===== src/rtl/mul_pkg.sv =====
package mul_pkg;
  typedef enum logic [1:0] {
    ST_IDLE  = 2'd0,
    ST_ADD   = 2'd1,
    ST_SHIFT = 2'd2,
    ST_DONE  = 2'd3
  } mul_state_e;
endpackage


===== src/rtl/mul_ctrl.sv =====
module mul_ctrl
  import mul_pkg::*;
#(
  parameter int WIDTH = 4
) (
  input  logic clk,
  input  logic rst_n,
  input  logic start_i,
  input  logic lsb_i,
  output logic load_o,
  output logic add_o,
  output logic shift_o,
  output logic done_o,
  output logic busy_o
);
  localparam int CW = (WIDTH > 1) ? $clog2(WIDTH) : 1;
  localparam logic [CW-1:0] LAST = CW'(WIDTH - 1);

  mul_state_e state_q, state_d;
  logic [CW-1:0] iter_q;
  logic last_iter;

  assign last_iter = (iter_q == LAST);
  assign load_o  = start_i && (state_q == ST_IDLE);
  assign add_o   = (state_q == ST_ADD) && lsb_i;
  assign shift_o = (state_q == ST_SHIFT);
  assign done_o  = (state_q == ST_DONE);
  assign busy_o  = (state_q != ST_IDLE);

  always_comb begin
    state_d = state_q;
    unique case (state_q)
      ST_IDLE:  if (start_i) state_d = ST_ADD;
      ST_ADD:   state_d = ST_SHIFT;
      ST_SHIFT: state_d = last_iter ? ST_DONE : ST_ADD;
      ST_DONE:  state_d = ST_IDLE;
      default:  state_d = ST_IDLE;
    endcase
  end

  always_ff @(posedge clk or negedge rst_n) begin
    if (!rst_n) begin
      state_q <= ST_IDLE;
      iter_q  <= '0;
    end else begin
      state_q <= state_d;
      if (load_o) iter_q <= '0;
      else if (shift_o) iter_q <= iter_q + 1'b1;
    end
  end
endmodule


===== src/rtl/mul_chain.sv =====
module mul_chain #(
  parameter int WIDTH = 4
) (
  input  logic               clk,
  input  logic               rst_n,
  input  logic               load_i,
  input  logic               add_i,
  input  logic               shift_i,
  input  logic [WIDTH-1:0]   mcand_i,
  input  logic [WIDTH-1:0]   mplier_i,
  output logic               lsb_o,
  output logic [2*WIDTH-1:0] product_o
);
  localparam int CHAIN = 2 * WIDTH + 1;

  // conditional-add result: {carry, accumulator}
  function automatic logic [WIDTH:0] add_step(input logic [WIDTH-1:0] acc,
                                               input logic [WIDTH-1:0] m);
    return {1'b0, acc} + {1'b0, m};
  endfunction

  // one right shift of the whole carry/accumulator/multiplier chain
  function automatic logic [CHAIN-1:0] shift_step(input logic [CHAIN-1:0] chain);
    return {1'b0, chain[CHAIN-1:1]};
  endfunction

  logic [WIDTH-1:0] mcand_q;
  logic             carry_q;
  logic [WIDTH-1:0] acc_q;
  logic [WIDTH-1:0] mq_q;
  logic [WIDTH:0]   sum;
  logic [CHAIN-1:0] shifted;

  assign sum     = add_step(acc_q, mcand_q);
  assign shifted = shift_step({carry_q, acc_q, mq_q});

  always_ff @(posedge clk or negedge rst_n) begin
    if (!rst_n) begin
      mcand_q <= '0;
      carry_q <= 1'b0;
      acc_q   <= '0;
      mq_q    <= '0;
    end else if (load_i) begin
      mcand_q <= mcand_i;
      carry_q <= 1'b0;
      acc_q   <= '0;
      mq_q    <= mplier_i;
    end else if (add_i) begin
      {carry_q, acc_q} <= sum;
    end else if (shift_i) begin
      {carry_q, acc_q, mq_q} <= shifted;
    end
  end

  assign lsb_o     = mq_q[0];
  assign product_o = {acc_q, mq_q};
endmodule


===== src/rtl/shift_add_mul.sv =====
module shift_add_mul #(
  parameter int WIDTH = 4
) (
  input  logic               clk,
  input  logic               rst_n,
  input  logic               start_i,
  input  logic [WIDTH-1:0]   mcand_i,
  input  logic [WIDTH-1:0]   mplier_i,
  output logic               busy_o,
  output logic               done_o,
  output logic [2*WIDTH-1:0] product_o
);
  // named internal events, observed by the bound checker
  logic load_ev;
  logic add_ev;
  logic shift_ev;
  logic lsb;

  mul_ctrl #(.WIDTH(WIDTH)) u_ctrl (
    .clk     (clk),
    .rst_n   (rst_n),
    .start_i (start_i),
    .lsb_i   (lsb),
    .load_o  (load_ev),
    .add_o   (add_ev),
    .shift_o (shift_ev),
    .done_o  (done_o),
    .busy_o  (busy_o)
  );

  mul_chain #(.WIDTH(WIDTH)) u_chain (
    .clk       (clk),
    .rst_n     (rst_n),
    .load_i    (load_ev),
    .add_i     (add_ev),
    .shift_i   (shift_ev),
    .mcand_i   (mcand_i),
    .mplier_i  (mplier_i),
    .lsb_o     (lsb),
    .product_o (product_o)
  );
endmodule


===== config.mk =====
export PLATFORM = sky130hd
export DESIGN_NAME = shift_add_mul
export DESIGN_NICKNAME = d
export VERILOG_FILES = /design/src/rtl/mul_pkg.sv /design/src/rtl/mul_ctrl.sv /design/src/rtl/mul_chain.sv /design/src/rtl/shift_add_mul.sv
export SDC_FILE = /design/constraint.sdc
export NUM_CORES = 1
export LEC_CHECK = 0
export ABC_AREA = 1
export BUFFER_PORTS_ARGS = -buffer_cell sky130_fd_sc_hd__buf_2
export CORE_MARGIN = 3
export CORE_UTILIZATION = 45
export CTS_CLUSTER_DIAMETER = 60
export DETAILED_ROUTE_END_ITERATION = 16
export PLACE_DENSITY = 0.71
export SETUP_SLACK_MARGIN = 0.02
export SLEW_MARGIN = 10
export SYNTH_ARGS = -nofsm -noshare
export SYNTH_HDL_FRONTEND = slang
export SYNTH_SLANG_ARGS = --single-unit
export TNS_END_PERCENT = 10

===== constraint.sdc =====
create_clock -name clk -period 1.51 [get_ports clk]
set_input_delay 0.0755 -clock clk [delete_from_list [all_inputs] [get_ports clk]]
set_output_delay 0.0755 -clock clk [all_outputs]
set_load 0.03 [all_outputs]

### Yosys cells after proc, flatten, opt, wreduce, memory -nomap -nowiden

Cells that the tools add are included.

* memories: 0
* word-level logic and storage cells: 35
* RAM bits: 0
* latch bits: 0
* bits in registers: 17
* input port bits: 11
* output and inout bits: 10
* ROM bits: 0

* div/mod/pow operators: 0
* $add $sub $neg: 2
* multiplexer cells: 14
* shifts and indexed selects: 0
* equal/unequal tests: 6
* multiply operators: 0
* bitwise logic cells: 0
* $lt $le $gt $ge: 0
* reductions and logical operators: 7

Operators with widths (count)
* 4-bit 2-to-1 mux: 6
* 2-bit 2-to-1 mux: 4
* 2-bit one-hot mux with 4 select lines: 1
* 2-bit equality test (second input constant): 3
* 4-bit by 4-bit adder with 5-bit output: 1
* 2-bit inequality test (second input constant): 2
* 2-bit nonzero test: 2
* 1-bit 2-to-1 mux: 3
* 3-bit nonzero test: 1
* 2-bit by 1-bit adder with 2-bit output (second input constant): 1
* 2-bit by 1-bit equality test with 1-bit output (second input constant): 1
* 1-bit logical AND: 2
* 2-bit logical NOT: 1
* 2-bit AND reduction: 1

### Depth between registers and ports, before layout

Gate-level depths: netlist of the first run.

* word-level depth: 4
* gate-level depth with buffers: 7
* gate-level depth less buffers: 7

### Cells and area by module

A second synthesis of the first run with hierarchy kept.

* cells, all modules: 119
* area total of the unflattened synthesis: 950.9 um^2

By module, submodules not included
* mul_chain: instances 1, cells each 92, seq. area each 325.3 um^2, area each 750.7 um^2
* mul_ctrl: instances 1, cells each 27, seq. area each 100.1 um^2, area each 200.2 um^2

### Least setup slack after synthesis of the first run

No wires, ideal clock.

* kind: register to register
* start: reg u_chain.acc_q[0]
* end: reg u_chain.acc_q[2]
* data required time: 1.379 ns
* library setup time: 0.131 ns
* cell stages (with the launch flop): 6
* arrival time: 1.586 ns
* buffers on the path: 0
* period minus slack after synthesis: 1.716 ns
* path slack: -0.206 ns
* path through: dfrtp_1 ha_1 fa_1 or2_2 nand3_1 o211ai_1

* longest elaborated chain between the ends: 3

Ends and longest elaborated chain
* from (decl): line mul_chain.sv:29 `logic [WIDTH-1:0] acc_q;`
* from (signal assigned): line mul_chain.sv:49 `{carry_q, acc_q} <= sum;`
* from (signal assigned): line mul_chain.sv:51 `{carry_q, acc_q, mq_q} <= shifted;`
* 4-bit by 4-bit adder with 5-bit output: line mul_chain.sv:19 `return {1'b0, acc} + {1'b0, m};`
* 4-bit 2-to-1 mux: line mul_chain.sv:48 `end else if (add_i) begin`
* 4-bit 2-to-1 mux: line mul_chain.sv:43 `end else if (load_i) begin`

No other way between the ends.
A chain may end at the register's enable or synchronous reset.

### Worst setup path in the final report of the first run

Ends and elaborated chain as after synthesis.

==> summary.md, run 1 <==
| Metric | Value |
|---|---|
| Status | `finished clean` |
| TritonCTS Buffers | `3` |
| Final Hold Vio Count | `0` |
| Post-synth top area share | `0.482` |
| Peak VDD IR | `0.00130 V` |
| Number of I/O pins | `21` |
| Area delta synth->final | `21.1%` |
| Largest net degree at the start of global routing | `18` |
| Kind of critical path | `register to register` |
| CTS clk-pin slew, worst paths | `90 ps` |
| Total Neg Setup Slack | `0 ps` |
| Pleak | `between 0.5 and 0.6 nW` |
| Initial Util | `0.495` |
| GRT met3 Usage | `0.0623` |
| Vias | `725` |
| Post-synth EDFFs | `0` |
| Sequential element share of the synthesized area | `0.482` |
| WL per Instance | `11.9 um` |
| WL final | `1.75 mm` |
| H-tree Lvls | `1` |
| Antenna violations before repair | `0` |
| Synth area leader | `dfrtp_1` |
| PwrDens | `2330 nW/um^2` |
| Final setup violation count | `0` |
| Total Power | `about 2.5 mW` |
| CTS max path bufs | `2` |
| Worst-case headroom to the max-slew limit | `0.753` |
| Max_cap viols | `0` |
| RSZ-0062 raised after global routing | `no` |
| CP startpoint kind | `register` |
| Vias in the first global route | `between 600 and 700` |
| Ys async rst share | `1.00` |
| Clk sinks | `17` |
| Finished Layout Cells | `~150` |
| Mapped Nets | `about 120` |
| CTS tree | `yes` |
| Syn. warnings | `0` |
| Critical Path Fanout Max | `4` |
| Main area contributors after synthesis | `dfrtp_1 48%, o21ai_0 7.4%, ha_1 7.1%` |
| # diodes | `0` |
| Drt pass-1 iters | `4` |
| Starting DRT DRC Count | `7` |
| Syn Inst Count | `98` |
| M1 GR Usage | `0.177` |
| Clk root buf | `clkbuf_4` |
| Worst-Margin Slew | `around 370 ps` |
| DP HPWL | `around 1.4 mm` |
| Most common cell in the netlist | `dfrtp_1` |
| Final Skew | `between 3 and 4 ps` |
| DIE HEIGHT | `approximately 50 um` |
| Fin crit period | `about 1400 ps` |
| Predominant post-synthesis flop cell | `dfrtp_1` |
| Floorplan core area | `~1800 um^2` |
| Max Freq | `698 MHz` |
| Mapped cell area | `around 880 um^2` |
| GRT Total Usage | `0.154` |
| Placed cells | `142` |
| Clk_lat worst skew | `a little under 300 ps` |
| Yosys cell types | `17` |
| HP Class | `input pin to register` |
| Vias/cell | `roughly 4.9` |
| First-pass GRT wire length | `about 2.9 mm` |
| Count of final max-slew check failures | `0` |
| RePlAce Congestion | `between 0.8 and 0.9` |
| Port bufs | `20` |
| Post-CTS setup buffer count | `0` |
| Nets | `140` |
| CP endpoint kind | `register` |
| Tcrit/Tclk final | `0.949` |
| Die footprint | `around 2500 um^2` |
| Syn avg cell area | `about 9.0 um^2` |
| Gr busiest metal | `met2` |
| Layout cell share with drive strength beyond 1 | `0.287` |
| Grt total ovfl | `0` |
| ANT nets after route | `0` |
| Flops & latches, synth | `17` |
| Row count | `15` |
| Die W | `around 50 um` |
| Arrival time worst endpoint | `~1600 ps` |
| Met2 Usage GRT | `0.263` |
| Worst path required time | `1690 ps` |
| Residual DRC count | `0` |
| Top cells by count, synth | `17 x dfrtp_1, 15 x nand2_1, 14 x inv_1` |
-- registers in the layout (all words and copies together) (netlist names) --
| signal | cells |
|---|---|
| u_chain.acc_q | 4 |
| u_chain.carry_q | 1 |
| u_ctrl.iter_q | 2 |
| u_chain.mcand_q | 4 |
| u_ctrl.state_q | 2 |
| u_chain.mq_q | 4 |
-- final cells by class --
| type | count | area (um^2) |
|---|---|---|
| Fill cell | 165 | 713 |
| Sequential cell | 17 | 427 |
| Multi-Input combinational cell | 66 | 423 |
| Timing Repair Buffer | 21 | 110 |
| Inverter | 14 | 52.6 |
| Tap cell | 25 | 31.3 |
| Clock buffer | 4 | 26.3 |
-- per-layer routing --
layer | wire length (um) | vias to the layer above
met5 | 0 | -
met1 | 775 | 332
met3 | 80 | 5
met4 | 24 | 0
met2 | 864 | 13
li1 | - | 375
-- placed cells by master (no fill, tap or decap) --
master	n
a22o_1	1
clkbuf_4	3
nor2_4	1
a21oi_1	7
nor2_1	5
buf_2	20
inv_1	14
nand3_1	9
mux2_2	4
dlygate4sd3_1	1
clkbuf_1	1
o21ai_1	1
nand2_1	14
nand2_2	2
fa_2	1
nand3_2	1
o21ai_0	13
dfrtp_2	1
o211ai_1	1
dfrtp_1	16
or2_4	1
ha_4	1
ha_1	4
-- per-stage QoR --
stage	area (um^2)	util	hold WS [ps]	worst slack, ps
floorplan	907	-	-220	19.3
global placement	1030	0.578	13.3	74.4
detailed placement	1030	0.578	13.1	39.7
CTS	1070	0.599	4.87	38.3
global route	1070	0.600	0.662	20.1
finish	1070	0.600	8.19	76.7
-- worst paths after layout --
path | from | end | slack (ps) | cells after the start
min | mcand_i[2] | u_chain.mcand_q[2] | 8 | 2
max | u_chain.acc_q[0] | u_chain.acc_q[2] | 80 | 5
max in group asynchronous | rst_n | u_chain.acc_q[0] | 1000 | 2
min in group asynchronous | rst_n | u_chain.carry_q | 210 | 2
max reg2reg | u_chain.acc_q[0] | u_chain.acc_q[2] | 80 | 5
min reg2reg | u_ctrl.iter_q[0] | u_ctrl.iter_q[0] | 520 | 1
-- report_power, final --
group	leakage [nW]	total, mW	internal, mW	switching [mW]
Combinational	0.322	1.37	0.516	0.850
Clock	0.0150	0.241	0.103	0.138
Sequential	0.206	0.880	0.679	0.202
Total	0.543	2.49	1.30	1.19
-- critical path, stage by stage (launching register included) --
cell and delay, ps:
dfrtp_2 440, ha_4 170, fa_2 350, or2_4 230, nand3_2 50, o211ai_1 70
-- repair_timing --
action | CTS | global route
resized for setup | 0 | 1
hold buffers | 1 | 0
endpoints found under the hold margin | 17 | 0
endpoints found under the setup margin | 0 | 3
-- kinds of logic after synthesis --
logic type,synth area share
AOI/OAI and AO/OA,0.137
and+or+nand+nor,0.169
buffers and inverters,0.0680
DFF,0.482
adders and majority gates,0.0935
muxes,0.0510
Note: power is estimated with default switching activity, not from simulation.
==> inputs of run 2 (changes only) <==
--- a/config.mk
+++ b/config.mk
@@ -7,11 +7,14 @@
 export LEC_CHECK = 0
 export ABC_AREA = 1
 export BUFFER_PORTS_ARGS = -buffer_cell sky130_fd_sc_hd__buf_2
-export CORE_MARGIN = 3
-export CORE_UTILIZATION = 45
+export CELL_PAD_IN_SITES_DETAIL_PLACEMENT = 1
+export CELL_PAD_IN_SITES_GLOBAL_PLACEMENT = 2
+export CORE_MARGIN = 2
+export CORE_UTILIZATION = 27
 export CTS_CLUSTER_DIAMETER = 60
+export CTS_CLUSTER_SIZE = 28
 export DETAILED_ROUTE_END_ITERATION = 16
-export PLACE_DENSITY = 0.71
+export PLACE_DENSITY_LB_ADDON = 0.1
 export SETUP_SLACK_MARGIN = 0.02
 export SLEW_MARGIN = 10
 export SYNTH_ARGS = -nofsm -noshare
==> run 2 against run 1 <==
Effect of this change:
- wire length rose by 22%
- core utilization fell by 24 points
- largest cell class unchanged
- final cell count rose by 14%
- sequential cell count did not move
- highest routed layer unchanged
- clock power rose by 2%
- critical path depth did not move
- clock skew rose by 3.6 ps
- via count rose by 4.1%
==> summary.md, run 2 (same netlist as run 1, synthesis figures left out) <==
| Metric | Value |
|---|---|
| Worst-case headroom to the max-slew limit | `0.732` |
| Row count | `20` |
| Fin util | `0.361` |
| Biggest regs | `u_chain.acc_q x4, u_chain.mcand_q x4, u_chain.mq_q x4` |
| Die footprint | `around 3700 um^2` |
| Fill cells | `between 300 and 400` |
| Port bufs | `20` |
| WL per Instance | `between 10 and 15 um` |
| Final Hold Vio Count | `0` |
| RePlAce Congestion | `0.739` |
| Final setup violation count | `0` |
| Total Power | `approximately 2.6 mW` |
| RSZ-0062 raised after global routing | `no` |
| Largest net degree at the start of global routing | `18` |
| HP Class | `input pin to register` |
| Hold_ws | `about 14 ps` |
| Worst-Margin Slew | `between 400 and 500 ps` |
| Starting DRT DRC Count | `19` |
| Residual DRC count | `0` |
| Vias in the first global route | `about 750` |
| Total Neg Setup Slack | `0 ps` |
| GRT Total Usage | `0.126` |
| Layout cell share with drive strength beyond 1 | `0.290` |
| CTS tree | `yes` |
| Critical Path Fanout Max | `3` |
| Pleak | `0.553 nW` |
| Drt pass-1 iters | `4` |
| Worst path required time | `roughly 1700 ps` |
| Clk root buf | `clkbuf_4` |
| H-tree Lvls | `1` |
| Worst hold path depth | `2` |
| Floorplan core area | `about 3000 um^2` |
| Max_cap viols | `0` |
| Status | `finished clean` |
| Register-to-Register Path Depth | `5` |
| Final Skew | `~7.4 ps` |
| Sequential Power Share | `0.343` |
| Initial Util | `0.287` |
| Tcrit/Tclk final | `0.950` |
| Grt total ovfl | `0` |
| Area delta synth->final | `25.8%` |
| Vias | `~760` |
| # diodes | `0` |
| CTS clk-pin slew, worst paths | `~100 ps` |
| Count of final max-slew check failures | `0` |
| Switching share of power | `0.482` |
| Clk pwr share | `0.096` |
| PwrDens | `2300 nW/um^2` |
| WL final | `about 2.1 mm` |
| DP HPWL | `between 1.5 and 2 mm` |
| Int Power | `1.32 mW` |
| CTS max path bufs | `2` |
| CP startpoint kind | `register` |
| First-pass GRT wire length | `~3.4 mm` |
| TritonCTS Buffers | `3` |
| Vias/cell | `4.49` |
| Max Freq | `697 MHz` |
| Fin crit period | `about 1400 ps` |
| Commonest non-fill, non-tap cell in the layout | `buf_2` |
| Die W | `between 60 and 70 um` |
| Arrival time worst endpoint | `approximately 1600 ps` |
| Final setup margin | `about 75 ps` |
| Nets | `around 140` |
| Peak VDD IR | `about 0.00097 V` |
| Number of I/O pins | `21` |
| Clk_lat worst skew | `290 ps` |
| Leading cell types in the layout, fill and taps excluded | `20 x buf_2, 16 x dfrtp_1, 14 x nand2_1, 14 x inv_1, 12 x o21ai_0` |
| P_sw | `between 1 and 1.5 mW` |
| Combinational share of power | `0.560` |
| Antenna violations before repair | `0` |
| ANT nets after route | `0` |
| CP endpoint kind | `register` |
| Pre-CTS setup slack | `about 35 ps` |
| Clk sinks | `17` |
| Kind of critical path | `register to register` |
| DIE HEIGHT | `between 60 and 70 um` |
==> run 2: changes by cell type in the layout (fill, tap and decap cells not counted), sizes merged <==
cell,previous run,this run
buf,20,21
dlygate4sd3,1,2
==> run 2: worst paths after layout <==
path | end | from | slack [ps]
hold / removal | u_chain.mcand_q[2] | mcand_i[2] | 10
max in group asynchronous | u_chain.acc_q[0] | rst_n | 960
setup / recovery | u_chain.acc_q[2] | u_chain.acc_q[0] | 80
hold reg to reg | u_ctrl.iter_q[1] | u_ctrl.iter_q[1] | 510
setup reg to reg | u_chain.acc_q[2] | u_chain.acc_q[0] | 80
min in group asynchronous | u_chain.carry_q | rst_n | 240
==> run 2: worst max-delay path, stage by stage, from the launching register on <==
cell	delay, ps
dfrtp_2	440
ha_4	170
fa_2	350
or2_4	240
nand3_2	50
o211ai_1	80
==> run 2: cell type report <==
type                            count  area [um^2]  share of cell area
Inverter                           14         52.6              0.0473
Timing Repair Buffer               23          128               0.115
Tap cell                           44         55.1              0.0495
Clock buffer                        4         26.3              0.0236
Sequential cell                    17          427               0.384
Multi-Input combinational cell     66          423               0.381
==> run 2: stage by stage <==
stage,cells,area (um^2)
floorplan,98,907
global placement,161,1050
detailed placement,161,1050
CTS,167,1100
global route,168,1110
finish,168,1110
==> run 2: power by group through the flow <==
stage | clock [mW] | sequential (mW) | combinational [mW]
after floorplan | 0 | 1.02 | 0.881
after global placement | 0 | 0.886 | 1.39
after detailed placement | 0 | 0.897 | 1.41
after CTS | 0.264 | 0.883 | 1.45
after global routing | 0.289 | 0.905 | 1.64
final | 0.246 | 0.877 | 1.43
==> run 2: what timing repair did <==
| item | 4_1_cts | 5_1_grt |
|---|---|---|
| setup endpoints to repair | 1 | 1 |
| resized for setup | 0 | 2 |
| buffers inserted | 1 | 0 |
| hold buffers | 1 | 1 |
| pin swaps | 0 | 1 |
| endpoints found under the hold margin | 17 | 1 |
==> run 2: metal layers <==
layer  up-vias  GRT usage  part of all wire
li1        380          -                 -
met4         0     0.0280            0.0057
met2        12      0.204              0.49
met3         2     0.0441             0.032
met1       361      0.164              0.47
met5         -          0                 0
==> inputs of run 3 (changes only) <==
--- a/config.mk
+++ b/config.mk
@@ -14,7 +14,9 @@
 export CTS_CLUSTER_DIAMETER = 60
 export CTS_CLUSTER_SIZE = 28
 export DETAILED_ROUTE_END_ITERATION = 16
+export GPL_ROUTABILITY_DRIVEN = 0
 export PLACE_DENSITY_LB_ADDON = 0.1
+export RECOVER_POWER = 50
 export SETUP_SLACK_MARGIN = 0.02
 export SLEW_MARGIN = 10
 export SYNTH_ARGS = -nofsm -noshare
==> run 3 against run 2 <==
Effect of this change:
- clock-buffer cell count did not move
- global-route usage unchanged
- sequential share of layout area increased by 0.22 points
- largest power group unchanged
==> summary.md, run 3 (same netlist as run 1, synthesis figures left out) <==
| Metric | Value |
|---|---|
| Total Power | `2.54 mW` |
| Hold_ws | `~15 ps` |
| Initial Util | `0.287` |
| Floorplan core area | `roughly 3100 um^2` |
| Leading cell types in the layout, fill and taps excluded | `16 x dfrtp_1, 15 x buf_2, 14 x nand2_1, 14 x inv_1, 12 x o21ai_0` |
| Multi-input logic area | `423 um^2` |
| Worst-case headroom to the max-slew limit | `0.361` |
| Arrival time worst endpoint | `approximately 1600 ps` |
| Pre-CTS setup slack | `~35 ps` |
| Final Skew | `approximately 8.1 ps` |
| Worst path required time | `approximately 1700 ps` |
| Reg2reg end | `u_chain.acc_q[2]` |
| Vias | `~760` |
| Fin crit period | `between 1000 and 1500 ps` |
| Placed cells | `roughly 160` |
| H-tree Lvls | `1` |
| Status | `finished clean` |
| Die footprint | `around 3700 um^2` |
| DP HPWL | `~1.6 mm` |
| Drt pass-1 iters | `4` |
| GRT Total Usage | `0.126` |
| # diodes | `0` |
| RSZ-0062 raised after global routing | `no` |
| CTS tree | `yes` |
| Grt total ovfl | `0` |
| Vias/cell | `about 4.5` |
| ANT nets after route | `0` |
| Worst-Margin Slew | `between 900 and 1000 ps` |
| Vias in the first global route | `~750` |
| Cell area after placement | `1050 um^2` |
| Final setup violation count | `0` |
| Reg area | `427 um^2` |
| First-pass GRT wire length | `around 3.4 mm` |
| Largest net degree at the start of global routing | `18` |
| Max_cap viols | `0` |
| Count of final max-slew check failures | `0` |
| Layout cell share with drive strength beyond 1 | `0.250` |
| CTS max path bufs | `2` |
| TritonCTS Buffers | `3` |
| Area delta synth->final | `25.1%` |
| Fin util | `0.359` |
| Row count | `20` |
| Starting DRT DRC Count | `17` |
| Commonest non-fill, non-tap cell in the layout | `dfrtp_1` |
| Worst hold path endpoint | `u_chain.mcand_q[2]` |
| Register-to-Register Path Depth | `5` |
| Port bufs | `20` |
| Antenna violations before repair | `0` |
| PwrDens | `between 2000 and 2500 nW/um^2` |
| R2R Path Start | `u_chain.acc_q[0]` |
| Total Neg Setup Slack | `0 ps` |
| CTS clk-pin slew, worst paths | `~100 ps` |
| Worst hold path depth | `2` |
| Clk sinks | `17` |
| WL final | `2.12 mm` |
| Die W | `a little over 60 um` |
| CP Launch Point | `u_chain.acc_q[0]` |
| Peak VDD IR | `0.000964 V` |
| DIE HEIGHT | `61.2 um` |
| Clk root buf | `clkbuf_4` |
| CP startpoint kind | `register` |
| Reg-to-reg slack, setup | `roughly 76 ps` |
| HP Class | `input pin to register` |
| Fill cells | `slightly below 400` |
| Kind of critical path | `register to register` |
| Nets | `about 140` |
| Final instance area | `approximately 1100 um^2` |
| Final Hold Vio Count | `0` |
| Max Freq | `698 MHz` |
| Finished Layout Cells | `approximately 170` |
| WL per Instance | `12.6 um` |
| Clk_lat worst skew | `between 200 and 300 ps` |
| Critical Path Fanout Max | `3` |
| Residual DRC count | `0` |
| CP endpoint kind | `register` |
| Pleak | `around 0.54 nW` |
| Min-delay src | `mcand_i[2]` |
| Number of I/O pins | `21` |
| Biggest regs | `u_chain.acc_q x4, u_chain.mcand_q x4, u_chain.mq_q x4` |
| Tcrit/Tclk final | `0.949` |
| Final setup margin | `approximately 76 ps` |
==> run 3: layout make-up <==
class | instances | area share
multi-input cells | 66 | 0.383
inverters | 14 | 0.0476
repair buffers | 23 | 0.110
flip-flops and latches | 17 | 0.386
well taps | 44 | 0.0498
clock buffers | 4 | 0.0238
==> run 3: worst max path at each step <==
stage,endpoint,cells after the start
3_3_place_gp,u_chain.carry_q,6
5_1_grt,u_chain.carry_q,6
3_5_place_dp,u_chain.carry_q,6
2_1_floorplan,u_chain.acc_q[2],5
6_report,u_chain.acc_q[2],5
4_1_cts,u_chain.carry_q,6
==> run 3: critical path, cell delays in order, from the launching register on <==
cell and delay (ps):
dfrtp_2 440, ha_4 170, fa_2 350, or2_4 240, nand3_2 50, o211ai_1 80
==> run 3: where the power goes <==
| part | internal, mW | switching, mW |
|---|---|---|
| sequential | 0.678 | 0.201 |
| clock | 0.103 | 0.142 |
| combinational | 0.526 | 0.890 |
==> run 3: metal layers <==
layer / vias to the layer above / share of wire / track usage
li1: 380 / - / -
met1: 361 / 0.47 / 0.164
met2: 12 / 0.49 / 0.204
met3: 2 / 0.031 / 0.0441
met4: 0 / 0.0057 / 0.0280
met5: - / 0 / 0
==> run 3: timing repair <==
item,4_1_cts,5_1_grt
hold endpoints to repair,17,1
resized for setup,0,2
gates cloned,0,0
buffers inserted,1,0
pin swaps,0,1
hold buffers,1,1
setup endpoints to repair,1,1
